### src/rtl/cfg_i2c_pkg.sv
package cfg_i2c_pkg;

  typedef enum logic [2:0] {
    S_IDLE,  // bus free or not yet addressed
    S_RX,    // shifting in a byte
    S_ACK,   // holding SDA low for an acknowledge
    S_TX,    // shifting out a register byte
    S_MACK,  // waiting for the host acknowledge bit
    S_SKIP   // ignoring the bus until START or STOP
  } bus_state_e;

  typedef enum logic [1:0] {
    P_ADDR,
    P_INDEX,
    P_DATA
  } rx_phase_e;

  // Identity compare: fixed high bits plus two strap bits.
  function automatic logic id_match(input logic [6:0] id,
                                    input logic [4:0] fixed,
                                    input logic       s1,
                                    input logic       s0);
    return id == {fixed, s1, s0};
  endfunction

  // Index step: unchanged when the flag is clear, else +1 modulo the bank.
  function automatic logic [7:0] next_index(input logic [7:0] idx,
                                            input logic       step,
                                            input logic [7:0] mask);
    return step ? ((idx + 8'd1) & mask) : idx;
  endfunction

endpackage

### src/rtl/cfg_i2c_sync.sv
module cfg_i2c_sync #(
  parameter int STAGES = 2
) (
  input  logic clk,
  input  logic rst_n,
  input  logic scl_i,
  input  logic sda_i,
  output logic scl_s,
  output logic sda_s,
  output logic scl_rise,
  output logic scl_fall,
  output logic start_ev,
  output logic stop_ev
);

  logic [STAGES-1:0] scl_ff;
  logic [STAGES-1:0] sda_ff;
  logic              scl_d;
  logic              sda_d;

  always_ff @(posedge clk or negedge rst_n) begin
    if (!rst_n) begin
      scl_ff <= '1;
      sda_ff <= '1;
      scl_d  <= 1'b1;
      sda_d  <= 1'b1;
    end else begin
      scl_ff <= {scl_ff[STAGES-2:0], scl_i};
      sda_ff <= {sda_ff[STAGES-2:0], sda_i};
      scl_d  <= scl_ff[STAGES-1];
      sda_d  <= sda_ff[STAGES-1];
    end
  end

  assign scl_s    = scl_ff[STAGES-1];
  assign sda_s    = sda_ff[STAGES-1];
  assign scl_rise = scl_s && !scl_d;
  assign scl_fall = !scl_s && scl_d;
  // conditions need SCL high on both samples around the SDA edge
  assign start_ev = scl_s && scl_d && sda_d && !sda_s;
  assign stop_ev  = scl_s && scl_d && !sda_d && sda_s;

endmodule

### src/rtl/cfg_i2c_regbank.sv
module cfg_i2c_regbank #(
  parameter int N_REGS = 8,
  localparam int PW    = $clog2(N_REGS)
) (
  input  logic                clk,
  input  logic                rst_n,
  input  logic                we,
  input  logic [PW-1:0]       waddr,
  input  logic [7:0]          wdata,
  input  logic [PW-1:0]       raddr,
  output logic [7:0]          rdata,
  output logic [N_REGS*8-1:0] regs_flat
);

  logic [7:0] mem [N_REGS];

  always_ff @(posedge clk or negedge rst_n) begin
    if (!rst_n) begin
      for (int i = 0; i < N_REGS; i++) mem[i] <= '0;
    end else if (we) begin
      mem[waddr] <= wdata;
    end
  end

  assign rdata = mem[raddr];

  for (genvar g = 0; g < N_REGS; g++) begin : g_flat
    assign regs_flat[g*8 +: 8] = mem[g];
  end

  // a write strobe lands in the addressed register one cycle later
  a_r4_write_lands: assert property (@(posedge clk) disable iff (!rst_n)
    we |=> mem[$past(waddr)] == $past(wdata));

endmodule

### src/rtl/cfg_i2c_target.sv
module cfg_i2c_target #(
  parameter int         N_REGS      = 8,
  parameter logic [4:0] ID_FIXED    = 5'b10010,
  parameter int         SYNC_STAGES = 2
) (
  input  logic                clk,
  input  logic                rst_n,
  input  logic                scl_i,
  input  logic                sda_i,
  input  logic                strap_a1,
  input  logic                strap_a0,
  output logic                sda_oe,
  output logic [N_REGS*8-1:0] regs_o
);
  import cfg_i2c_pkg::*;

  localparam int         PW       = $clog2(N_REGS);
  localparam logic [7:0] IDX_MASK = 8'(N_REGS - 1);

  logic scl_s, sda_s, scl_rise, scl_fall, start_ev, stop_ev;

  cfg_i2c_sync #(.STAGES(SYNC_STAGES)) u_sync (
    .clk(clk), .rst_n(rst_n), .scl_i(scl_i), .sda_i(sda_i),
    .scl_s(scl_s), .sda_s(sda_s), .scl_rise(scl_rise), .scl_fall(scl_fall),
    .start_ev(start_ev), .stop_ev(stop_ev)
  );

  bus_state_e state;
  rx_phase_e  phase;
  logic [2:0] cnt;
  logic       rx_full;
  logic [7:0] shreg;
  logic [PW-1:0] idx;
  logic       step;
  logic       rd_mode;
  logic       mack;
  logic [7:0] rdata;

  // Named events for assertions and readability
  logic          byte_done, addr_hit, wr_en, load_tx;
  logic [PW-1:0] idx_nxt;

  assign byte_done = (state == S_RX) && rx_full && scl_fall;
  assign addr_hit  = id_match(shreg[7:1], ID_FIXED, strap_a1, strap_a0);
  assign wr_en     = byte_done && (phase == P_DATA);
  assign load_tx   = scl_fall && (((state == S_ACK) && rd_mode) ||
                                  ((state == S_MACK) && mack));
  assign idx_nxt   = PW'(next_index(8'(idx), step, IDX_MASK));

  cfg_i2c_regbank #(.N_REGS(N_REGS)) u_bank (
    .clk(clk), .rst_n(rst_n), .we(wr_en), .waddr(idx), .wdata(shreg),
    .raddr(idx), .rdata(rdata), .regs_flat(regs_o)
  );

  always_ff @(posedge clk or negedge rst_n) begin
    if (!rst_n) begin
      state   <= S_IDLE;
      phase   <= P_ADDR;
      cnt     <= '0;
      rx_full <= 1'b0;
      shreg   <= '0;
      idx     <= '0;
      step    <= 1'b0;
      rd_mode <= 1'b0;
      mack    <= 1'b0;
      sda_oe  <= 1'b0;
    end else if (start_ev) begin
      state   <= S_RX;
      phase   <= P_ADDR;
      cnt     <= '0;
      rx_full <= 1'b0;
      rd_mode <= 1'b0;
      sda_oe  <= 1'b0;
    end else if (stop_ev) begin
      state   <= S_IDLE;
      rx_full <= 1'b0;
      sda_oe  <= 1'b0;
    end else begin
      unique case (state)
        S_RX: begin
          if (scl_rise && !rx_full) begin
            shreg <= {shreg[6:0], sda_s};
            if (cnt == 3'd7) rx_full <= 1'b1;
            else             cnt     <= cnt + 3'd1;
          end
          if (byte_done) begin
            rx_full <= 1'b0;
            cnt     <= '0;
            unique case (phase)
              P_ADDR: begin
                if (addr_hit) begin
                  rd_mode <= shreg[0];
                  phase   <= P_INDEX;
                  sda_oe  <= 1'b1;
                  state   <= S_ACK;
                end else begin
                  state   <= S_SKIP;
                end
              end
              P_INDEX: begin
                idx    <= shreg[PW-1:0];
                step   <= shreg[7];
                phase  <= P_DATA;
                sda_oe <= 1'b1;
                state  <= S_ACK;
              end
              default: begin
                idx    <= idx_nxt;
                sda_oe <= 1'b1;
                state  <= S_ACK;
              end
            endcase
          end
        end
        S_ACK, S_MACK: begin
          if (state == S_MACK && scl_rise) mack <= !sda_s;
          if (load_tx) begin
            shreg  <= rdata;
            sda_oe <= !rdata[7];
            idx    <= idx_nxt;
            cnt    <= '0;
            state  <= S_TX;
          end else if (scl_fall) begin
            sda_oe <= 1'b0;
            state  <= (state == S_ACK) ? S_RX : S_SKIP;
          end
        end
        S_TX: begin
          if (scl_fall) begin
            if (cnt == 3'd7) begin
              sda_oe <= 1'b0;
              mack   <= 1'b0;
              state  <= S_MACK;
            end else begin
              cnt    <= cnt + 3'd1;
              shreg  <= {shreg[6:0], 1'b0};
              sda_oe <= !shreg[6];
            end
          end
        end
        default: ;
      endcase
    end
  end

  // the pull-down only moves while synchronized SCL is low
  a_r11_sda_moves_scl_low: assert property (@(posedge clk) disable iff (!rst_n)
    !$stable(sda_oe) |-> !scl_s);

  // a STOP frees the line and returns to idle
  a_r12_stop_releases: assert property (@(posedge clk) disable iff (!rst_n)
    stop_ev |=> (!sda_oe && state == S_IDLE));

  // while ignoring the bus the line is never pulled
  a_r8_skip_quiet: assert property (@(posedge clk) disable iff (!rst_n)
    (state == S_SKIP) |-> !sda_oe);

  // a stored byte with the step flag set moves the index by one
  a_r5_index_steps: assert property (@(posedge clk) disable iff (!rst_n)
    (wr_en && step) |=> idx == PW'($past(idx) + 1'b1));

  // a stored byte with the step flag clear leaves the index alone
  a_r6_index_holds: assert property (@(posedge clk) disable iff (!rst_n)
    (wr_en && !step) |=> $stable(idx));

endmodule

### config.mk
export PLATFORM = sky130hd
export DESIGN_NAME = cfg_i2c_target
export DESIGN_NICKNAME = d
export VERILOG_FILES = /design/src/rtl/cfg_i2c_pkg.sv /design/src/rtl/cfg_i2c_sync.sv /design/src/rtl/cfg_i2c_regbank.sv /design/src/rtl/cfg_i2c_target.sv
export SDC_FILE = /design/constraint.sdc
export NUM_CORES = 1
export LEC_CHECK = 0
export BUFFER_PORTS_ARGS = -buffer_cell sky130_fd_sc_hd__buf_2
export CORE_ASPECT_RATIO = 1.5
export CORE_MARGIN = 2
export CORE_UTILIZATION = 60
export DETAILED_ROUTE_END_ITERATION = 16
export PLACE_DENSITY_LB_ADDON = 0.15
export SLEW_MARGIN = 20
export SYNTH_ARGS = -nofsm -noshare
export SYNTH_HDL_FRONTEND = slang
export SYNTH_SLANG_ARGS = --single-unit
### constraint.sdc
create_clock -name clk -period 4.85 [get_ports clk]
set_input_delay 0 -clock clk [delete_from_list [all_inputs] [get_ports clk]]
set_output_delay 0 -clock clk [all_outputs]
set_load 0.02 [all_outputs]
==> impl_metrics.yaml <==
drt:
  first_iter_violations: 367
  num_vias: 3626
  drt_drc_violations_left: 0
  antenna_left: 0
  drtPass1Iterations: 5
  routed_wire_length_per_instance_um: 21.97
  routed_via_density: 6.429
  drt_wl_total_um: 12390
floorplanning:
  top_level_ports: 71
  rows: 39
  floorplan.die_area_um2: 8630
  floorplan.initialDensity: 0.6178
  floorplan.die.height_um: 112.8
  core-area_um2: 7661
  die-width_um: 76.52
setup_path:
  worst-setup-path-type: "flop to flop"
  timing.critical_path.cells: "nor2b_1 > nand4_1 > nor4b_4 > nand3_2 > mux2_2"
  reg2reg_slack_ns: 2.16
  rr_endpoint: "u_bank.regs_flat[42]"
  r2r_cells: 5
  timing.critical_path.fanout_max: 11
  critical_path.reg2reg.startpoint: "u_sync.scl_d"
  cp_slowest_stage_delay_ns: 0.64
  worst_ep_arrival_time_ns: 2.91
  cp-start-kind: "flop"
  critical_path.endpoint_type: "flop"
  critical_path_required_ns: 5.07
  critical-path-slowest-cell: "dfstp_2"
power:
  clock_power_share: 0.321
  p_leak_nw: 2.670
  intPower_mw: 1.386
  ir_worst_vdd_v: 0.0002907
  switching_power_mw: 0.6801
  power.switching_fraction: 0.3291
  part_of_the_total_power_dissipated_in_combinational_logic: 0.197
  total_power_mw: 2.066
  pwr_density_nw_per_um2: 380.1
  seqPwrFrac: 0.482
final_layout:
  layout.cell_area.non_filler_um2: 5436
  num-fill-cells: 558
  utilization_of_the_core_after_routing: 0.7096
  final_common_cell: "dfrtp_1"
  num-nets-final: 465
  post_route_cells_drive_above_1_share: 0.4069
  final_cell_mix: "dfrtp_1, mux2_2, buf_2"
  antenna-diode-count: 0
  final_cells: 564
  syn_to_final_growth_pct: 14.86
synthesis:
  synth-edff-count: 0
  yosys_most_used_dff: "dfrtp_1"
  yosys_warnings: 0
  ranking_of_synthesized_cells_by_area: "dfrtp_1, mux2_2, dfstp_2"
  synth_top_area_share: 0.4652
  ys_seq_area_frac: 0.4985
  netlist_instances: 395
  avgSynthCellArea_um2: 11.98
  postSynthNetCount: 403
  post_synth_num_cell_types: 64
  synth-seq-cells: 94
  syn-cell-area_um2: 4733
  ys_async_sr_fraction: 1.000
  netlist.top_cell.by_area: "dfrtp_1"
global_routing:
  first_global_vias: 3626
  gr-max-usage-layer: "met2"
  grt_overflow: 0
  use_met2: 0.5274
  grt_max_degree: 58
  track_usage: 0.2985
  grt_pass1_wl_um: 19600
  antenna_found_initial: 0
  grtUsageMet3: 0.05423
  grt_met1_usage: 0.3518
timing:
  timing.hold.ws_ns: 0.1797
  setup-violations-final: 0
  slew_violations: 0
  worstMarginPinSlew_ns: 0.8916
  rsz0062_at_grt: "false"
  tns_ns: 0
  final_cycle_utilization_of_the_critical_path: 0.5541
  max_slew_margin: 0.4056
  final.setup.worst_slack_ns: 2.163
  upper_clock_frequency_limit_mhz: 372.1
  finalWorstPathRequiredPeriod_ns: 2.687
  finalHoldViolations: 0
  worst_clock_skew_ns: 0.005167
status:
  run_status: "finished, final reports clean"
cts:
  cts.reportedPaths.clkPinSlew_ns: 0.06
  clock-sinks: 94
  clock_path_buffers: 2
  cts_setup_buffers: 0
  clkLatencyLatePin_ns: 0.34
  htreeDepth: 3
  cts-resized-gates: 0
  ctsRootBufferMaster: "clkbuf_16"
  cts_tree: "done"
  cts_made_buffers: 9
hold_path:
  min-delay-path-class: "input port to asynchronous set/reset pin"
placement:
  detailed_place.area_um2: 5126
  place.detailed.instances: 545
  preCtsSetupSlack_ns: 2.182
  post-dp-hpwl_um: 8371
  gp_routability_congestion: 0.9355
  io_buffers: 70
job:
  max_cap_viol_count: 0
[area by class of cell]
type / count / area, um^2 / share of cell area
clock buffers: 13 / 260.3 / 0.04787
well taps: 102 / 127.6 / 0.02348
repair buffers: 77 / 412.9 / 0.07595
inverters: 5 / 18.77 / 0.003452
clock inverters: 3 / 20.02 / 0.003682
flip-flops and latches: 94 / 2360 / 0.4341
multi-input cells: 270 / 2237 / 0.4115
[cells by family (layout without fill, tap and decap cells)]
logic type	after synthesis	count (layout)	synth area share
compound gates	83	83	0.1184
flops	94	94	0.4985
xor+xnor	3	3	0.005552
simple gates	99	99	0.1359
mux	83	83	0.2075
fa+ha+maj	2	2	0.005286
buf+inv	31	98	0.02882
[power by group through the flow]
stage	sequential, mW	clock, mW	combinational (mW)
floorplan	0.903	0	0.376
global route	1.00	0.703	0.449
CTS	0.987	0.672	0.403
finish	0.995	0.664	0.408
detailed placement	1.00	0	0.397
global placement	1.00	0	0.381
[synth_stat cells, drive strengths merged (2+ instances only)]
| master | n |
|---|---|
| dfrtp | 88 |
| mux2 | 71 |
| nand2 | 27 |
| o21ai | 21 |
| nor2 | 17 |
| a21oi | 14 |
| buf | 13 |
| clkbuf | 13 |
| nand3 | 9 |
| mux2i | 7 |
| nand3b | 7 |
| a31oi | 6 |
| dfstp | 6 |
| o211ai | 6 |
| o31ai | 6 |
| a211oi | 5 |
| inv | 5 |
| mux4 | 5 |
| nor2b | 5 |
| nor3 | 5 |
| a22oi | 4 |
| and3 | 4 |
| nor3b | 4 |
| nor4b | 4 |
| a221oi | 3 |
| a2bb2oi | 3 |
| nand2b | 3 |
| a211o | 2 |
| a311o | 2 |
| ha | 2 |
| nand4 | 2 |
| nand4b | 2 |
| o22ai | 2 |
| or2 | 2 |
| or3 | 2 |
| or3b | 2 |
| xnor2 | 2 |
[worst max-delay path, delay by kind of cell, from the launching register on]
kind          cells  cell delay [ns]
simple gates      4             1.49
mux               1             0.43
flops             1             0.64
[metal layers]
metal | share of wire | up-vias
li1 | - | 1603
met1 | 0.38 | 1831
met2 | 0.54 | 160
met3 | 0.048 | 32
met4 | 0.031 | 0
met5 | 0 | -
[registers in the layout, indices dropped and copies added, names as in the netlist, 2 cells and up]
register,flops
u_bank.regs_flat,64
phase,2
u_sync.scl_ff,2
cnt,3
idx,3
state,3
shreg,8
u_sync.sda_ff,2
[timing repair]
item	in CTS	in global routing
endpoints found under the setup margin	0	0
hold buffers	3	0
hold endpoints to repair	39	0
[worst max-delay path by stage]
stage                                 to    startpoint  slack [ns]
global placement    u_bank.regs_flat[45]  u_sync.scl_d        2.23
global route        u_bank.regs_flat[42]  u_sync.scl_d        1.95
finish              u_bank.regs_flat[42]  u_sync.scl_d        2.16
detailed placement  u_bank.regs_flat[42]  u_sync.scl_d        2.18
CTS                 u_bank.regs_flat[42]  u_sync.scl_d        2.16
floorplan           u_bank.regs_flat[24]  u_sync.scl_d        2.78
Note: power is estimated with default switching activity, not from simulation.
